==> config.mk <==
export PLATFORM = sky130hd
export DESIGN_NAME = cdown_alarm
export DESIGN_NICKNAME = d
export VERILOG_FILES = /design/src/rtl/cdalarm_pkg.sv /design/src/rtl/cd_counter.sv /design/src/rtl/cd_ctrl.sv /design/src/rtl/cdown_alarm.sv
export SDC_FILE = /design/constraint.sdc
export NUM_CORES = 1
export LEC_CHECK = 0
export BUFFER_PORTS_ARGS = -buffer_cell sky130_fd_sc_hd__buf_2
export CAP_MARGIN = 40
export CELL_PAD_IN_SITES_DETAIL_PLACEMENT = 1
export CELL_PAD_IN_SITES_GLOBAL_PLACEMENT = 1
export CORE_ASPECT_RATIO = 0.6
export CORE_MARGIN = 2
export CORE_UTILIZATION = 35
export CTS_CLUSTER_DIAMETER = 50
export DETAILED_ROUTE_END_ITERATION = 16
export PLACE_DENSITY = 0.81
export SETUP_SLACK_MARGIN = 0.2
export SYNTH_ARGS = -nofsm -noshare
export SYNTH_HDL_FRONTEND = slang
export SYNTH_SLANG_ARGS = --single-unit
==> constraint.sdc <==
create_clock -name clk -period 1.77 [get_ports clk]
set_input_delay 0.354 -clock clk [delete_from_list [all_inputs] [get_ports clk]]
set_output_delay 0.354 -clock clk [all_outputs]
set_load 0.05 [all_outputs]
==> src/rtl/cdalarm_pkg.sv <==
package cdalarm_pkg;
  // Field placement inside the countdown word (decoded by host software).
  localparam int SEC_LSB = 0;
  localparam int MIN_LSB = 8;
  localparam int HR_LSB  = 16;
  localparam int DAY_LSB = 21;
  localparam int SEC_W   = 6;
  localparam int MIN_W   = 6;
  localparam int HR_W    = 5;

  localparam logic [SEC_W-1:0] SEC_TOP = 6'd59;
  localparam logic [MIN_W-1:0] MIN_TOP = 6'd59;
  localparam logic [HR_W-1:0]  HR_TOP  = 5'd23;

  // Register offsets and control bit positions.
  localparam logic [4:0] OFS_COUNT  = 5'h0C;
  localparam logic [4:0] OFS_RUN    = 5'h14;
  localparam logic [4:0] OFS_IRQEN  = 5'h18;
  localparam logic [4:0] OFS_STATUS = 5'h1C;
  localparam int RUN_BIT = 8;
endpackage

==> src/rtl/cd_counter.sv <==
module cd_counter
  import cdalarm_pkg::*;
#(
  parameter int DATA_W = 32,
  parameter int DAY_W  = 8
) (
  input  logic              clk,
  input  logic              rst,
  input  logic              load,
  input  logic [DATA_W-1:0] load_val,
  input  logic              run,
  input  logic              tick,
  output logic [DATA_W-1:0] cnt_word,
  output logic              expire
);
  logic [SEC_W-1:0] sec_q;
  logic [MIN_W-1:0] min_q;
  logic [HR_W-1:0]  hr_q;
  logic [DAY_W-1:0] day_q;
  logic             nonzero, last_sec, step;

  assign nonzero  = (sec_q != '0) || (min_q != '0) || (hr_q != '0) || (day_q != '0);
  assign last_sec = (sec_q == SEC_W'(1)) && (min_q == '0) && (hr_q == '0) && (day_q == '0);
  assign step     = tick && run && nonzero && !load;
  assign expire   = step && last_sec;

  always_ff @(posedge clk) begin
    if (rst) begin
      sec_q <= '0;
      min_q <= '0;
      hr_q  <= '0;
      day_q <= '0;
    end else if (load) begin
      sec_q <= load_val[SEC_LSB +: SEC_W];
      min_q <= load_val[MIN_LSB +: MIN_W];
      hr_q  <= load_val[HR_LSB  +: HR_W];
      day_q <= load_val[DAY_LSB +: DAY_W];
    end else if (step) begin
      if (sec_q != '0) begin
        sec_q <= sec_q - SEC_W'(1);
      end else begin
        sec_q <= SEC_TOP;
        if (min_q != '0) begin
          min_q <= min_q - MIN_W'(1);
        end else begin
          min_q <= MIN_TOP;
          if (hr_q != '0) begin
            hr_q <= hr_q - HR_W'(1);
          end else begin
            hr_q  <= HR_TOP;
            day_q <= day_q - DAY_W'(1);
          end
        end
      end
    end
  end

  always_comb begin
    cnt_word = '0;
    cnt_word[SEC_LSB +: SEC_W] = sec_q;
    cnt_word[MIN_LSB +: MIN_W] = min_q;
    cnt_word[HR_LSB  +: HR_W]  = hr_q;
    cnt_word[DAY_LSB +: DAY_W] = day_q;
  end


  digit_range_chk: assert property (@(posedge clk) disable iff (rst)
    (sec_q <= SEC_TOP) && (min_q <= MIN_TOP) && (hr_q <= HR_TOP));

  idle_hold_chk: assert property (@(posedge clk) disable iff (rst)
    (!run && !load) |=> $stable(cnt_word));

  zero_after_expire_chk: assert property (@(posedge clk) disable iff (rst)
    expire |=> (cnt_word == '0));

  load_wins_chk: assert property (@(posedge clk) disable iff (rst)
    load |=> (cnt_word == $past(cnt_word_of(load_val))));

  function automatic logic [DATA_W-1:0] cnt_word_of(input logic [DATA_W-1:0] v);
    logic [DATA_W-1:0] w;
    w = '0;
    w[SEC_LSB +: SEC_W] = v[SEC_LSB +: SEC_W];
    w[MIN_LSB +: MIN_W] = v[MIN_LSB +: MIN_W];
    w[HR_LSB  +: HR_W]  = v[HR_LSB  +: HR_W];
    w[DAY_LSB +: DAY_W] = v[DAY_LSB +: DAY_W];
    return w;
  endfunction
endmodule

==> src/rtl/cd_ctrl.sv <==
module cd_ctrl
  import cdalarm_pkg::*;
#(
  parameter int ADDR_W = 5,
  parameter int DATA_W = 32
) (
  input  logic              clk,
  input  logic              rst,
  input  logic              wr,
  input  logic [ADDR_W-1:0] addr,
  input  logic [DATA_W-1:0] wdata,
  input  logic              expire,
  input  logic [DATA_W-1:0] cnt_word,
  output logic              run,
  output logic              irq,
  output logic [DATA_W-1:0] rdata
);
  logic run_q, ie_q, pend_q, irq_q;
  logic run_d, ie_d, pend_d;
  logic [DATA_W-1:0] rdata_q, rd_mux;

  always_comb begin
    run_d  = run_q;
    ie_d   = ie_q;
    pend_d = pend_q;
    if (wr && addr == ADDR_W'(OFS_RUN))   run_d = wdata[RUN_BIT];
    if (wr && addr == ADDR_W'(OFS_IRQEN)) ie_d  = wdata[0];
    if (wr && addr == ADDR_W'(OFS_STATUS) && wdata[0]) pend_d = 1'b0;
    if (expire) pend_d = 1'b1;
  end

  always_comb begin
    rd_mux = '0;
    case (addr)
      ADDR_W'(OFS_COUNT):  rd_mux = cnt_word;
      ADDR_W'(OFS_RUN):    rd_mux[RUN_BIT] = run_q;
      ADDR_W'(OFS_IRQEN):  rd_mux[0] = ie_q;
      ADDR_W'(OFS_STATUS): rd_mux[0] = pend_q;
      default:             rd_mux = '0;
    endcase
  end

  always_ff @(posedge clk) begin
    if (rst) begin
      run_q   <= 1'b0;
      ie_q    <= 1'b0;
      pend_q  <= 1'b0;
      irq_q   <= 1'b0;
      rdata_q <= '0;
    end else begin
      run_q   <= run_d;
      ie_q    <= ie_d;
      pend_q  <= pend_d;
      irq_q   <= pend_d && ie_d;
      rdata_q <= rd_mux;
    end
  end

  assign run   = run_q;
  assign irq   = irq_q;
  assign rdata = rdata_q;


  irq_gate_chk: assert property (@(posedge clk) disable iff (rst)
    irq_q |-> (pend_q && ie_q));

  pend_source_chk: assert property (@(posedge clk) disable iff (rst)
    $rose(pend_q) |-> $past(expire));

  expiry_wins_chk: assert property (@(posedge clk) disable iff (rst)
    expire |=> pend_q);
endmodule

==> src/rtl/cdown_alarm.sv <==
module cdown_alarm
  import cdalarm_pkg::*;
#(
  parameter int ADDR_W = 5,
  parameter int DATA_W = 32,
  parameter int DAY_W  = 8
) (
  input  logic              clk,
  input  logic              rst,
  input  logic              host_wr,
  input  logic [ADDR_W-1:0] host_addr,
  input  logic [DATA_W-1:0] host_wdata,
  output logic [DATA_W-1:0] host_rdata,
  input  logic              tick,
  output logic              irq
);
  localparam int COUNT_MSB = DAY_LSB + DAY_W - 1;

  logic              load, run, expire;
  logic [DATA_W-1:0] cnt_word;

  assign load = host_wr && (host_addr == ADDR_W'(OFS_COUNT));

  cd_counter #(.DATA_W(DATA_W), .DAY_W(DAY_W)) u_counter (
    .clk      (clk),
    .rst      (rst),
    .load     (load),
    .load_val (host_wdata),
    .run      (run),
    .tick     (tick),
    .cnt_word (cnt_word),
    .expire   (expire)
  );

  cd_ctrl #(.ADDR_W(ADDR_W), .DATA_W(DATA_W)) u_ctrl (
    .clk      (clk),
    .rst      (rst),
    .wr       (host_wr),
    .addr     (host_addr),
    .wdata    (host_wdata),
    .expire   (expire),
    .cnt_word (cnt_word),
    .run      (run),
    .irq      (irq),
    .rdata    (host_rdata)
  );


  layout_fit_chk: assert final (COUNT_MSB < DATA_W);
endmodule

### After elaboration in Yosys (flattened, before gate mapping)

Index checks and enable logic that the tools add are counted.

| word-level totals | value |
|---|---|
| register bits | 61 |
| input bits | 41 |

| operators by class | value |
|---|---|
| $add $sub $neg | 4 |
| equality and inequality tests | 8 |
| mux-type cells | 22 |
| bitwise gates (word level) | 1 |
| reduce and logical (&&, ||, !) cells | 29 |

Operators by type and width:

| kind | number |
|---|---|
| two-way mux 6 bit | 7 |
| two-way mux 8 bit | 5 |
| two-way mux 5 bit | 5 |
| == test 5 bit (second input constant) | 3 |
| logical AND 1 bit | 13 |
| nonzero test 6 bit | 2 |
| subtractor 6 x 1 -> 6 bit (second input constant) | 2 |
| zero test 8 bit | 1 |
| nonzero test 8 bit | 1 |
| subtractor 8 x 1 -> 8 bit (second input constant) | 1 |
| == test 6 x 1 -> 1 bit (second input constant) | 1 |
| zero test 6 bit | 1 |
| inequality test 2 x 1 -> 1 bit (second input constant) | 3 |
| == test 5 x 4 -> 1 bit (second input constant) | 1 |
| zero test 5 bit | 1 |
| nonzero test 5 bit | 1 |
| subtractor 5 x 1 -> 5 bit (second input constant) | 1 |
| AND reduction 4 bit | 1 |
| logical OR 1 bit | 3 |
| two-way mux 1 bit | 3 |
| case mux 1 bit (3 select lines) | 1 |
| AND reduction 3 bit | 1 |
| case mux 1 bit (2 select lines) | 1 |
| AND reduction 2 bit | 1 |
| 4 further kinds | 4 |

### Logic depth before layout (Yosys ltp)

Gate-level depths: netlist of the first run.

| logic depth | value |
|---|---|
| word-level depth | 9 |
| gate-level depth with buffers | 8 |
| gate-level depth less buffers | 7 |

### Hierarchy

A second synthesis of the first run with hierarchy kept.

| second synthesis, totals | value |
|---|---|
| cells, all modules | 310 |
| area total of the unflattened synthesis | 2,812.7 um2 |

Modules (own cells, without submodules):

| module | instances | cells each | area each (um2) | seq. area each (um2) |
|---|---|---|---|---|
| cd_counter | 1 | 213 | 1,687.9 | 500.5 |
| cd_ctrl | 1 | 95 | 1,106.1 | 720.7 |
| cdown_alarm | 1 | 2 | 18.8 | 0.0 |

### Least setup slack after synthesis of the first run

No wires, ideal clock.

| timing path | value |
|---|---|
| kind | register to register |
| start | reg u_counter.hr_q[0] |
| end | reg u_counter.day_q[7] |
| arrival time | 1.785 ns |
| required time | 1.708 ns |
| setup slack | -0.077 ns |
| cell stages (with the launch flop) | 8 |
| buffers on the path | 0 |
| clock period less this slack | 1.847 ns |
| path through | dfxtp_1 -> inv_1 -> ha_1 -> nor4b_2 -> and3_1 -> nand4_2 -> or4_1 -> nand3_1 |

| on the way | value |
|---|---|
| longest elaborated chain between the ends | 7 |
| elaborated cells between the ends (all ways) | 8 |

Ends and longest elaborated chain:

| item | line | source |
|---|---|---|
| from (decl) | cd_counter.sv:18 | `logic [HR_W-1:0] hr_q;` |
| from (signal assigned) | cd_counter.sv:36 | `hr_q <= load_val[HR_LSB +: HR_W];` |
| from (signal assigned) | cd_counter.sv:48 | `hr_q <= hr_q - HR_W'(1);` |
| nonzero test 5 bit * | cd_counter.sv:22, cd_counter.sv:47 |  |
| logical OR 1 bit (2 in series) | cd_counter.sv:22 | `assign nonzero = (sec_q != '0) \|\| (min_q != '0) \|\| (hr_q != '0) \|\| (day_q != '0);` |
| logical AND 1 bit (2 in series) | cd_counter.sv:24 | `assign step = tick && run && nonzero && !load;` |
| nonzero test 2 bit (no source line) | n/a |  |
| AND reduction 4 bit (no source line) * | n/a |  |
| to (signal assigned) | cd_counter.sv:37 | `day_q <= load_val[DAY_LSB +: DAY_W];` |
| to (signal assigned) | cd_counter.sv:51 | `day_q <= day_q - DAY_W'(1);` |
| to (decl) | cd_counter.sv:19 | `logic [DAY_W-1:0] day_q;` |

Every way passes the cells marked *; elsewhere a longest branch is shown, timed or not.
A chain may end at the register's enable or synchronous reset.

### Final worst setup path of the first run

Same ends and word-level chain as after synthesis.

==> impl_metrics.env, run 1 <==
export IMPL_relSlewSlack_pct=64.2
export IMPL_crit_fanout=5
export IMPL_startpoint_type="register"
export IMPL_layout_cells_non_filler=548
export IMPL_grt_pass1_wl_um=15300
export IMPL_num_antenna_cells=0
export IMPL_nets=493
export IMPL_reg2regPathDepth=7
export IMPL_die_x_um=118
export IMPL_antenna_left=0
export IMPL_syn_area_per_cell_um2=8.75
export IMPL_cp_top_family="simple AND/OR/NAND/NOR gates"
export IMPL_grt_pass1_vias=3070
export IMPL_slew_viol_final=0
export IMPL_yosys_cell_types_count=56
export IMPL_timing_hold_ws_ns=0.244
export IMPL_path_cells="inv_2 -> ha_4 -> nor4b_4 -> and3_4 -> nand4_4 -> or4_4 -> nand3_2"
export IMPL_dp_cells=523
export IMPL_fin_crit_sh_pct=109
export IMPL_cts_made_buffers=5
export IMPL_regToRegEndpoint="u_counter.day_q[7]$_SDFFE_PP0P_"
export IMPL_io_buffers=59
export IMPL_hold_depth=3
export IMPL_run_status="finished with violations"
export IMPL_violations="setup timing"
export IMPL_netlist_instances=310
export IMPL_slowest_delay_ns=0.50
export IMPL_final_cell_mix="69 x buf_4, 59 x buf_2, 49 x dfxtp_1"
export IMPL_ys_seq_area_share_pct=39.8
export IMPL_hp_start="host_wdata[24]"
export IMPL_clk_latency_ns=0.30
export IMPL_drt_iter0_markers=163
export IMPL_power_internal_w=0.00195
export IMPL_seqPwrFrac_pct=46.6
export IMPL_final_common_cell="buf_4"
export IMPL_cts_root_buf="clkbuf_16"
export IMPL_synthArstFlopShare_pct=0
export IMPL_drt_wl_total_um=10300
export IMPL_crit_path_top_delay_cell="or4_4"
export IMPL_path_buf_inv=1
export IMPL_core_area_mm2=0.00739
export IMPL_hold_violations=0
export IMPL_gp_congestion=0.867
export IMPL_clockPowerShare_pct=39.2
export IMPL_first_pass_iters=4
export IMPL_worstHoldEndpoint="u_counter.day_q[3]$_SDFFE_PP0P_"
export IMPL_synth_seq_cells=54
export IMPL_ir_drop_mv=0.299
export IMPL_arrival_ns=2.17
export IMPL_hold_class="input port to register"
export IMPL_dieHeight_um=72.2
export IMPL_drt_wirelength_per_cell_um=18.7
export IMPL_placementRows=24
export IMPL_fin_ws_ns=-0.154
export IMPL_crit_path_end_kind="register"
export IMPL_drc=0
export IMPL_syn_area_mm2=0.00271
export IMPL_tightest_slew_ns=0.530
export IMPL_place_hpwl_um=6860
export IMPL_grt_usage_pct=22.9
export IMPL_power_total_w=0.00263
export IMPL_r2r_start="u_counter.hr_q[0]$_SDFFE_PP0P_"
export IMPL_p_sw_share_pct=26.1
export IMPL_area_delta_synth_final_pct=54.7
export IMPL_required_ns=2.02
export IMPL_clkTransAtPathRegs_ns=0.07
export IMPL_initial_core_util_pct=36.7
export IMPL_finalSetupViolCount=23
export IMPL_yosysWarnings=0
export IMPL_grt_max_degree=20
export IMPL_skew_ns=0.00501
export IMPL_rsz0062_at_grt="yes"
export IMPL_synth_edff_count=0
export IMPL_io_pins=74
export IMPL_switchingPower_w=0.000689
export IMPL_antenna_found_initial=0
export IMPL_vias=2902
export IMPL_die_area_mm2=0.00850
export IMPL_path_class="register to register"
export IMPL_maxCapViolations=0
export IMPL_cts_buffer_depth=2
export IMPL_fin_crit_ns=1.92
export IMPL_r2r_slack_ns=-0.15
export IMPL_drive_above_1_share_pct=48.9
export IMPL_power_frac_comb_pct=14.2
export IMPL_clock_sinks=54
export IMPL_htreeDepth=2
export IMPL_ys_flop_type="dfxtp_1"
export IMPL_dp_slack_ns=-0.259
export IMPL_cellPowerDensity_mw_per_mm2=628
export IMPL_grt_ovfl_total=0
export IMPL_max_freq_ghz=0.520
export IMPL_viasPerCell=5.30
export IMPL_fin_util_pct=56.8
export IMPL_cellLeakagePower_nw=1.92
export IMPL_cts_tree="built"
export IMPL_ctsHoldBuffers=0
-- layer usage --
metal  global-route usage, %  routed length, um  share of wire, %  up-vias
met5                       0                  0                 0        -
met2                    42.1               5150                50       72
li1                        -                  -                 -     1367
met4                    7.90                207               2.0        0
met1                    26.9               4500                44     1445
met3                    4.80                395               3.9       18
-- per-stage QoR --
step	area (um2)	setup TNS, ns
after global routing	4200	-4.45
after detailed placement	3600	-3.38
after global placement	3600	-1.53
after CTS	3930	-1.03
after floorplan	2810	0
final	4200	-1.99
-- registers in the layout (all words and copies together), names as in the netlist --
register,flops
u_counter.sec_q,6
u_ctrl.rdata,25
u_ctrl.ie_q,1
u_counter.min_q,6
u_counter.hr_q,5
u_counter.day_q,8
u_ctrl.irq,1
u_ctrl.run,1
u_ctrl.pend_q,1
-- final cells by class --
type	instances	area (um2)
inverters	12	45.0
repair buffers	141	960
clock inverters	2	12.5
clock buffers	6	139
multi-input cells	229	1820
well taps	104	130
flip-flops and latches	54	1090
fillers	886	3190
-- power by group through the flow --
stage | logic (W) | registers, W | clock network [W]
floorplan | 0.000155 | 0.00126 | 0
global placement | 0.000277 | 0.00125 | 0
detailed placement | 0.000289 | 0.00125 | 0
CTS | 0.000322 | 0.00123 | 0.00106
global route | 0.000400 | 0.00123 | 0.00111
finish | 0.000375 | 0.00123 | 0.00103
-- Yosys cell counts (3+ instances only) --
cell       n  area share, %
dfxtp_1   54             40
and2_1    29            6.7
nor2_1    26            3.6
nand2_1   21            2.9
a21oi_1   15            2.8
inv_1     12            1.7
nand3_1   11            2.0
clkbuf_1  10            1.4
nor3_1    10            1.8
o21ai_0   10            1.8
ha_1       9            4.1
and3_1     7            1.6
buf_4      7            1.9
nand4_1    7            1.6
a211oi_1   6            1.7
mux2i_1    6            2.2
o22ai_1    5            1.2
or4_1      4            1.1
a221oi_1   3           0.97
and4_1     3           0.97
nor2b_1    3           0.69
nor3_2     3            1.1
o211ai_1   3           0.83
xnor2_1    3           0.97
xor2_1     3           0.97
-- repair_timing --
item,in CTS,in global routing
pin swaps,19,28
resized for setup,30,47
endpoints found under the hold margin,0,0
endpoints found under the setup margin,27,27
buffers inserted,7,10
-- cell families (layout without fill, tap and decap cells) --
logic type                 after synthesis  count (layout)  synth area share [%]
buffers and inverters                   33             161                  6.04
AOI/OAI and AO/OA                       62              62                  15.7
xor gates and xnor gates                 6               6                  1.94
adders and majority gates                9               9                  4.15
other                                    1               7                 0.138
and+or+nand+nor                        138             138                  29.6
DFF                                     54              54                  39.8
muxes                                    7               7                  2.63
-- worst min-delay path: cells and delay by family --
family	cells	cell delay [ns]
buf+inv	1	0.08
simple gates	2	0.08
-- worst max path at each step --
stage,startpoint,end,cells past startpoint
after detailed placement,u_counter.min_q[0]$_SDFFE_PP0P_,u_counter.day_q[4]$_SDFFE_PP0P_,8
after global routing,u_counter.sec_q[2]$_SDFFE_PP0P_,u_counter.sec_q[4]$_SDFFE_PP0P_,6
final,u_counter.hr_q[0]$_SDFFE_PP0P_,u_counter.day_q[7]$_SDFFE_PP0P_,7
after global placement,host_addr[4],u_counter.hr_q[2]$_SDFFE_PP0P_,7
after CTS,u_counter.sec_q[4]$_SDFFE_PP0P_,u_counter.min_q[3]$_SDFFE_PP0P_,6
after floorplan,u_counter.sec_q[5]$_SDFFE_PP0P_,u_counter.min_q[3]$_SDFFE_PP0P_,6
Note: power is estimated with default switching activity, not from simulation.
==> run 2: changes to the inputs <==
- PLACE_DENSITY: 0.81 -> 0.79
- SLEW_MARGIN: not set -> 10
==> impl_metrics.env, run 2 (same netlist as run 1, synthesis figures left out) <==
export IMPL_run_status="finished with violations"
export IMPL_violations="setup timing"
export IMPL_core_area_mm2=0.00739
export IMPL_dp_slack_ns=-0.162
export IMPL_p_sw_share_pct=25.4
export IMPL_fin_crit_ns=1.90
export IMPL_crit_path_end_kind="register"
export IMPL_die_x_um=118
export IMPL_path_class="register to register"
export IMPL_fin_ws_ns=-0.128
export IMPL_fin_crit_sh_pct=107
export IMPL_cts_buffer_depth=2
export IMPL_viasPerCell=5.22
export IMPL_cts_root_buf="clkbuf_16"
export IMPL_first_pass_iters=4
export IMPL_grt_ovfl_total=0
export IMPL_grt_max_degree=18
export IMPL_hold_depth=3
export IMPL_crit_path_top_delay_cell="or4_1"
export IMPL_final_cell_mix="68 x buf_4, 59 x buf_2, 49 x dfxtp_1"
export IMPL_hold_violations=0
export IMPL_power_frac_comb_pct=13.6
export IMPL_hold_class="input port to register"
export IMPL_initial_core_util_pct=36.7
export IMPL_maxCapViolations=0
export IMPL_grt_pass1_vias=2953
export IMPL_drive_above_1_share_pct=47.0
export IMPL_grt_usage_pct=22.8
export IMPL_fin_area_mm2=0.00414
export IMPL_clock_sinks=54
export IMPL_drt_iter0_markers=105
export IMPL_finalSetupViolCount=21
export IMPL_arrival_ns=2.14
export IMPL_crit_fanout=5
export IMPL_placementRows=24
export IMPL_ir_drop_mv=0.368
export IMPL_path_buf_inv=1
export IMPL_power_internal_w=0.00205
export IMPL_drc=0
export IMPL_clk_latency_ns=0.31
export IMPL_area_delta_synth_final_pct=52.5
export IMPL_timing_hold_ws_ns=0.232
export IMPL_slew_viol_final=0
export IMPL_path_cells="nor4_4 -> and4_4 -> buf_6 -> nor2_4 -> or4_1 -> a21oi_1"
export IMPL_grt_pass1_wl_um=15200
export IMPL_drt_wirelength_per_cell_um=17.6
export IMPL_cellPowerDensity_mw_per_mm2=665
export IMPL_io_pins=74
export IMPL_cts_tree="built"
export IMPL_cellLeakagePower_nw=1.88
export IMPL_switchingPower_w=0.000699
export IMPL_rsz0062_at_grt="yes"
export IMPL_final_common_cell="buf_4"
export IMPL_cp_top_family="simple AND/OR/NAND/NOR gates"
export IMPL_num_antenna_cells=0
export IMPL_reg2regPathDepth=6
export IMPL_required_ns=2.01
export IMPL_skew_ns=0.00691
export IMPL_antenna_found_initial=0
export IMPL_gp_congestion=0.890
export IMPL_die_area_mm2=0.00850
export IMPL_place_area_mm2=0.00360
export IMPL_largest_reg_flops=25
export IMPL_clockPowerShare_pct=41.9
export IMPL_max_freq_ghz=0.527
export IMPL_setup_tns_ns=-1.37
export IMPL_cp_num_cells=6
export IMPL_drt_wl_total_um=9590
export IMPL_place_hpwl_um=6690
export IMPL_startpoint_type="register"
export IMPL_seqPwrFrac_pct=44.6
export IMPL_vias=2842
export IMPL_io_buffers=59
export IMPL_cts_made_buffers=5
export IMPL_antenna_left=0
export IMPL_dieHeight_um=72.2
export IMPL_slowest_delay_ns=0.49
export IMPL_htreeDepth=2
export IMPL_clkTransAtPathRegs_ns=0.07
export IMPL_nets=489
## run 2: cell types whose count changed in the layout (fill, tap and decap cells not counted), sizes merged
| cell | change |
|---|---|
| bufinv | +1 |
| clkinv | -1 |
| clkbuf | -1 |
| buf | -4 |
| clkinvlp | +1 |
## run 2: power by group through the flow
stage	sequential [W]	combinational, W	clock, W
final	0.00123	0.000373	0.00115
after global routing	0.00123	0.000404	0.00122
after CTS	0.00123	0.000333	0.00117
after detailed placement	0.00125	0.000293	0
after global placement	0.00125	0.000281	0
after floorplan	0.00126	0.000155	0
## run 2: layer usage
layer / GRT usage, % / up-vias / wire (um)
li1: - / 1363 / -
met1: 30.1 / 1401 / 4530
met2: 39.0 / 65 / 4490
met3: 4.72 / 13 / 449
met4: 5.09 / 0 / 130
met5: 0 / - / 0
## run 2: tightest hold or removal path, stage by stage
cell,delay [ns]
buf_2,0.08
nand2_1,0.04
nand2_1,0.04
## run 2: final timing paths
check | startpoint | slack, ns | endpoint
hold reg to reg | u_counter.day_q[4]$_SDFFE_PP0P_ | 0.52 | u_ctrl.rdata[25]$_SDFF_PP0_
hold / removal | host_wdata[24] | 0.23 | u_counter.day_q[3]$_SDFFE_PP0P_
setup reg to reg | u_counter.sec_q[4]$_SDFFE_PP0P_ | -0.13 | u_counter.min_q[3]$_SDFFE_PP0P_
setup / recovery | u_counter.sec_q[4]$_SDFFE_PP0P_ | -0.13 | u_counter.min_q[3]$_SDFFE_PP0P_
## run 2: through the flow
step                      utilization (%)  power (W)  std cells
after floorplan                         -    0.00141        316
after global placement               48.7    0.00153        523
after detailed placement             48.7    0.00155        523
after CTS                            53.9    0.00273        540
after global routing                 56.0    0.00285        544
final                                56.0    0.00275        544
## run 2: layout make-up
type | count | area (um2)
inverters | 12 | 45.0
multi-input cells | 229 | 1790
fillers | 869 | 3250
clock buffers | 5 | 125
flip-flops and latches | 54 | 1090
repair buffers | 137 | 918
clock inverters | 3 | 45.0
well taps | 104 | 130
## run 2: timing repair
| action | CTS | global route |
|---|---|---|
| pin swaps | 16 | 18 |
| gates resized for setup | 35 | 28 |
| endpoints found under the setup margin | 27 | 28 |
| buffers inserted | 9 | 4 |
| hold buffers | 0 | 0 |
==> run 3: changes to the inputs <==
- clock period: 1.77 -> 1.6 ns (I/O delays scaled with it)
==> impl_metrics.env, run 3 (same netlist as run 1, synthesis figures left out) <==
export IMPL_area_delta_synth_final_pct=64.3
export IMPL_crit_fanout=4
export IMPL_dieHeight_um=72.2
export IMPL_ir_drop_mv=0.362
export IMPL_core_area_mm2=0.00739
export IMPL_io_buffers=59
export IMPL_max_freq_ghz=0.495
export IMPL_path_buf_inv=2
export IMPL_slew_viol_final=0
export IMPL_viasPerCell=5.46
export IMPL_cellPowerDensity_mw_per_mm2=696
export IMPL_hold_class="input port to register"
export IMPL_final_common_cell="buf_4"
export IMPL_io_pins=74
export IMPL_grt_max_degree=19
export IMPL_skew_ns=0.00564
export IMPL_num_antenna_cells=0
export IMPL_clk_latency_ns=0.30
export IMPL_vias=3115
export IMPL_antenna_found_initial=0
export IMPL_fin_crit_sh_pct=126
export IMPL_arrival_ns=2.24
export IMPL_initial_core_util_pct=36.7
export IMPL_cts_buffer_depth=2
export IMPL_required_ns=1.82
export IMPL_slowest_delay_ns=0.42
export IMPL_hold_depth=3
export IMPL_fin_crit_ns=2.02
export IMPL_reg2regPathDepth=7
export IMPL_drt_iter0_markers=182
export IMPL_die_area_mm2=0.00850
export IMPL_grt_ovfl_total=0
export IMPL_drt_wl_total_um=12800
export IMPL_place_hpwl_um=7160
export IMPL_cts_tree="built"
export IMPL_nets=516
export IMPL_cp_num_cells=7
export IMPL_placementRows=24
export IMPL_gp_congestion=0.823
export IMPL_hold_violations=0
export IMPL_maxCapViolations=0
export IMPL_violations="setup timing"
export IMPL_grt_pass1_vias=3255
export IMPL_clock_sinks=54
export IMPL_drt_wirelength_per_cell_um=22.4
export IMPL_largest_reg_flops=25
export IMPL_path_cells="nor4_4 -> nand4_1 -> buf_6 -> a211oi_4 -> buf_6 -> nand4_1 -> a31oi_1"
export IMPL_fin_util_pct=60.3
export IMPL_fin_ws_ns=-0.421
export IMPL_htreeDepth=2
export IMPL_grt_usage_pct=26.5
export IMPL_crit_path_top_delay_cell="nor4_4"
export IMPL_timing_hold_ws_ns=0.250
export IMPL_drive_above_1_share_pct=52.5
export IMPL_path_class="register to register"
export IMPL_startpoint_type="register"
export IMPL_die_x_um=118
export IMPL_rsz0062_at_grt="yes"
export IMPL_cts_made_buffers=5
export IMPL_cp_top_family="simple AND/OR/NAND/NOR gates"
export IMPL_grt_pass1_wl_um=17400
export IMPL_cts_root_buf="clkbuf_16"
export IMPL_clkTransAtPathRegs_ns=0.07
export IMPL_finalSetupViolCount=27
export IMPL_ctsHoldBuffers=0
export IMPL_run_status="finished with violations"
export IMPL_cellLeakagePower_nw=2.07
export IMPL_drc=0
export IMPL_crit_path_end_kind="register"
export IMPL_final_cell_mix="83 x buf_4, 59 x buf_2, 45 x dfxtp_1"
export IMPL_antenna_left=0
export IMPL_first_pass_iters=4
## run 3: changes by cell type in the layout (fill, tap and decap cells not counted), moves of 2 or more
cell,previous run,this run
buf_4,68,83
nand2_4,0,2
dfxtp_2,5,8
a211oi_1,5,3
buf_6,10,21
o21ai_1,2,4
o21ai_0,6,3
clkinvlp_4,2,0
dfxtp_1,49,45
clkinv_2,0,2
## run 3: timing repair
action	4_1_cts	5_1_grt
resized for setup	69	26
buffers inserted	14	5
endpoints found under the setup margin	27	28
pin swaps	31	16
## run 3: routing by layer
metal / GRT usage (%) / routed length, um / vias up / share of wire [%]
met3: 4.64 / 717 / 38 / 5.6
li1: - / - / 1413 / -
met4: 8.43 / 364 / 0 / 2.8
met1: 31.9 / 5340 / 1537 / 42
met5: 0 / 0 / - / 0
met2: 49.2 / 6350 / 127 / 50
## run 3: report_power, final
part,switching (W),internal [W]
Clock,0.000517,0.000734
Sequential,0.00000704,0.00135
Combinational,0.000278,0.000219
Total,0.000802,0.00230
## run 3: path summary, 6_finish.rpt
kind | from | end | slack, ns
setup / recovery | u_counter.sec_q[5]$_SDFFE_PP0P_ | u_counter.hr_q[3]$_SDFFE_PP0P_ | -0.42
hold / removal | host_wdata[24] | u_counter.day_q[3]$_SDFFE_PP0P_ | 0.25
setup reg to reg | u_counter.sec_q[5]$_SDFFE_PP0P_ | u_counter.hr_q[3]$_SDFFE_PP0P_ | -0.42
hold reg to reg | u_ctrl.ie_q$_SDFF_PP0_ | u_ctrl.ie_q$_SDFF_PP0_ | 0.55
## run 3: cell type report
cell class | instances | area [um2]
clock buffer | 5 | 125
clock inverter | 3 | 40.0
fill | 876 | 2930
inverter | 12 | 45.0
multi-input combinational | 229 | 1850
sequential | 54 | 1090
tap | 104 | 130
timing repair buffer | 164 | 1170
## run 3: metrics by stage
| step | power [W] | worst slack [ns] | TNS, ns | std cells | cell area (um2) |
|---|---|---|---|---|---|
| finish | 0.00310 | -0.421 | -8.77 | 571 | 4460 |
| floorplan | 0.00156 | -0.119 | -1.49 | 316 | 2810 |
| CTS | 0.00303 | -0.287 | -4.73 | 566 | 4300 |
| detailed placement | 0.00173 | -0.352 | -6.37 | 544 | 3770 |
| global placement | 0.00172 | -0.219 | -3.95 | 544 | 3770 |
| global route | 0.00319 | -0.514 | -11.05 | 571 | 4460 |
## run 3: tightest hold or removal path, stage by stage
cell and delay (ns):
buf_2 0.08, nand2_1 0.05, nand2_1 0.07
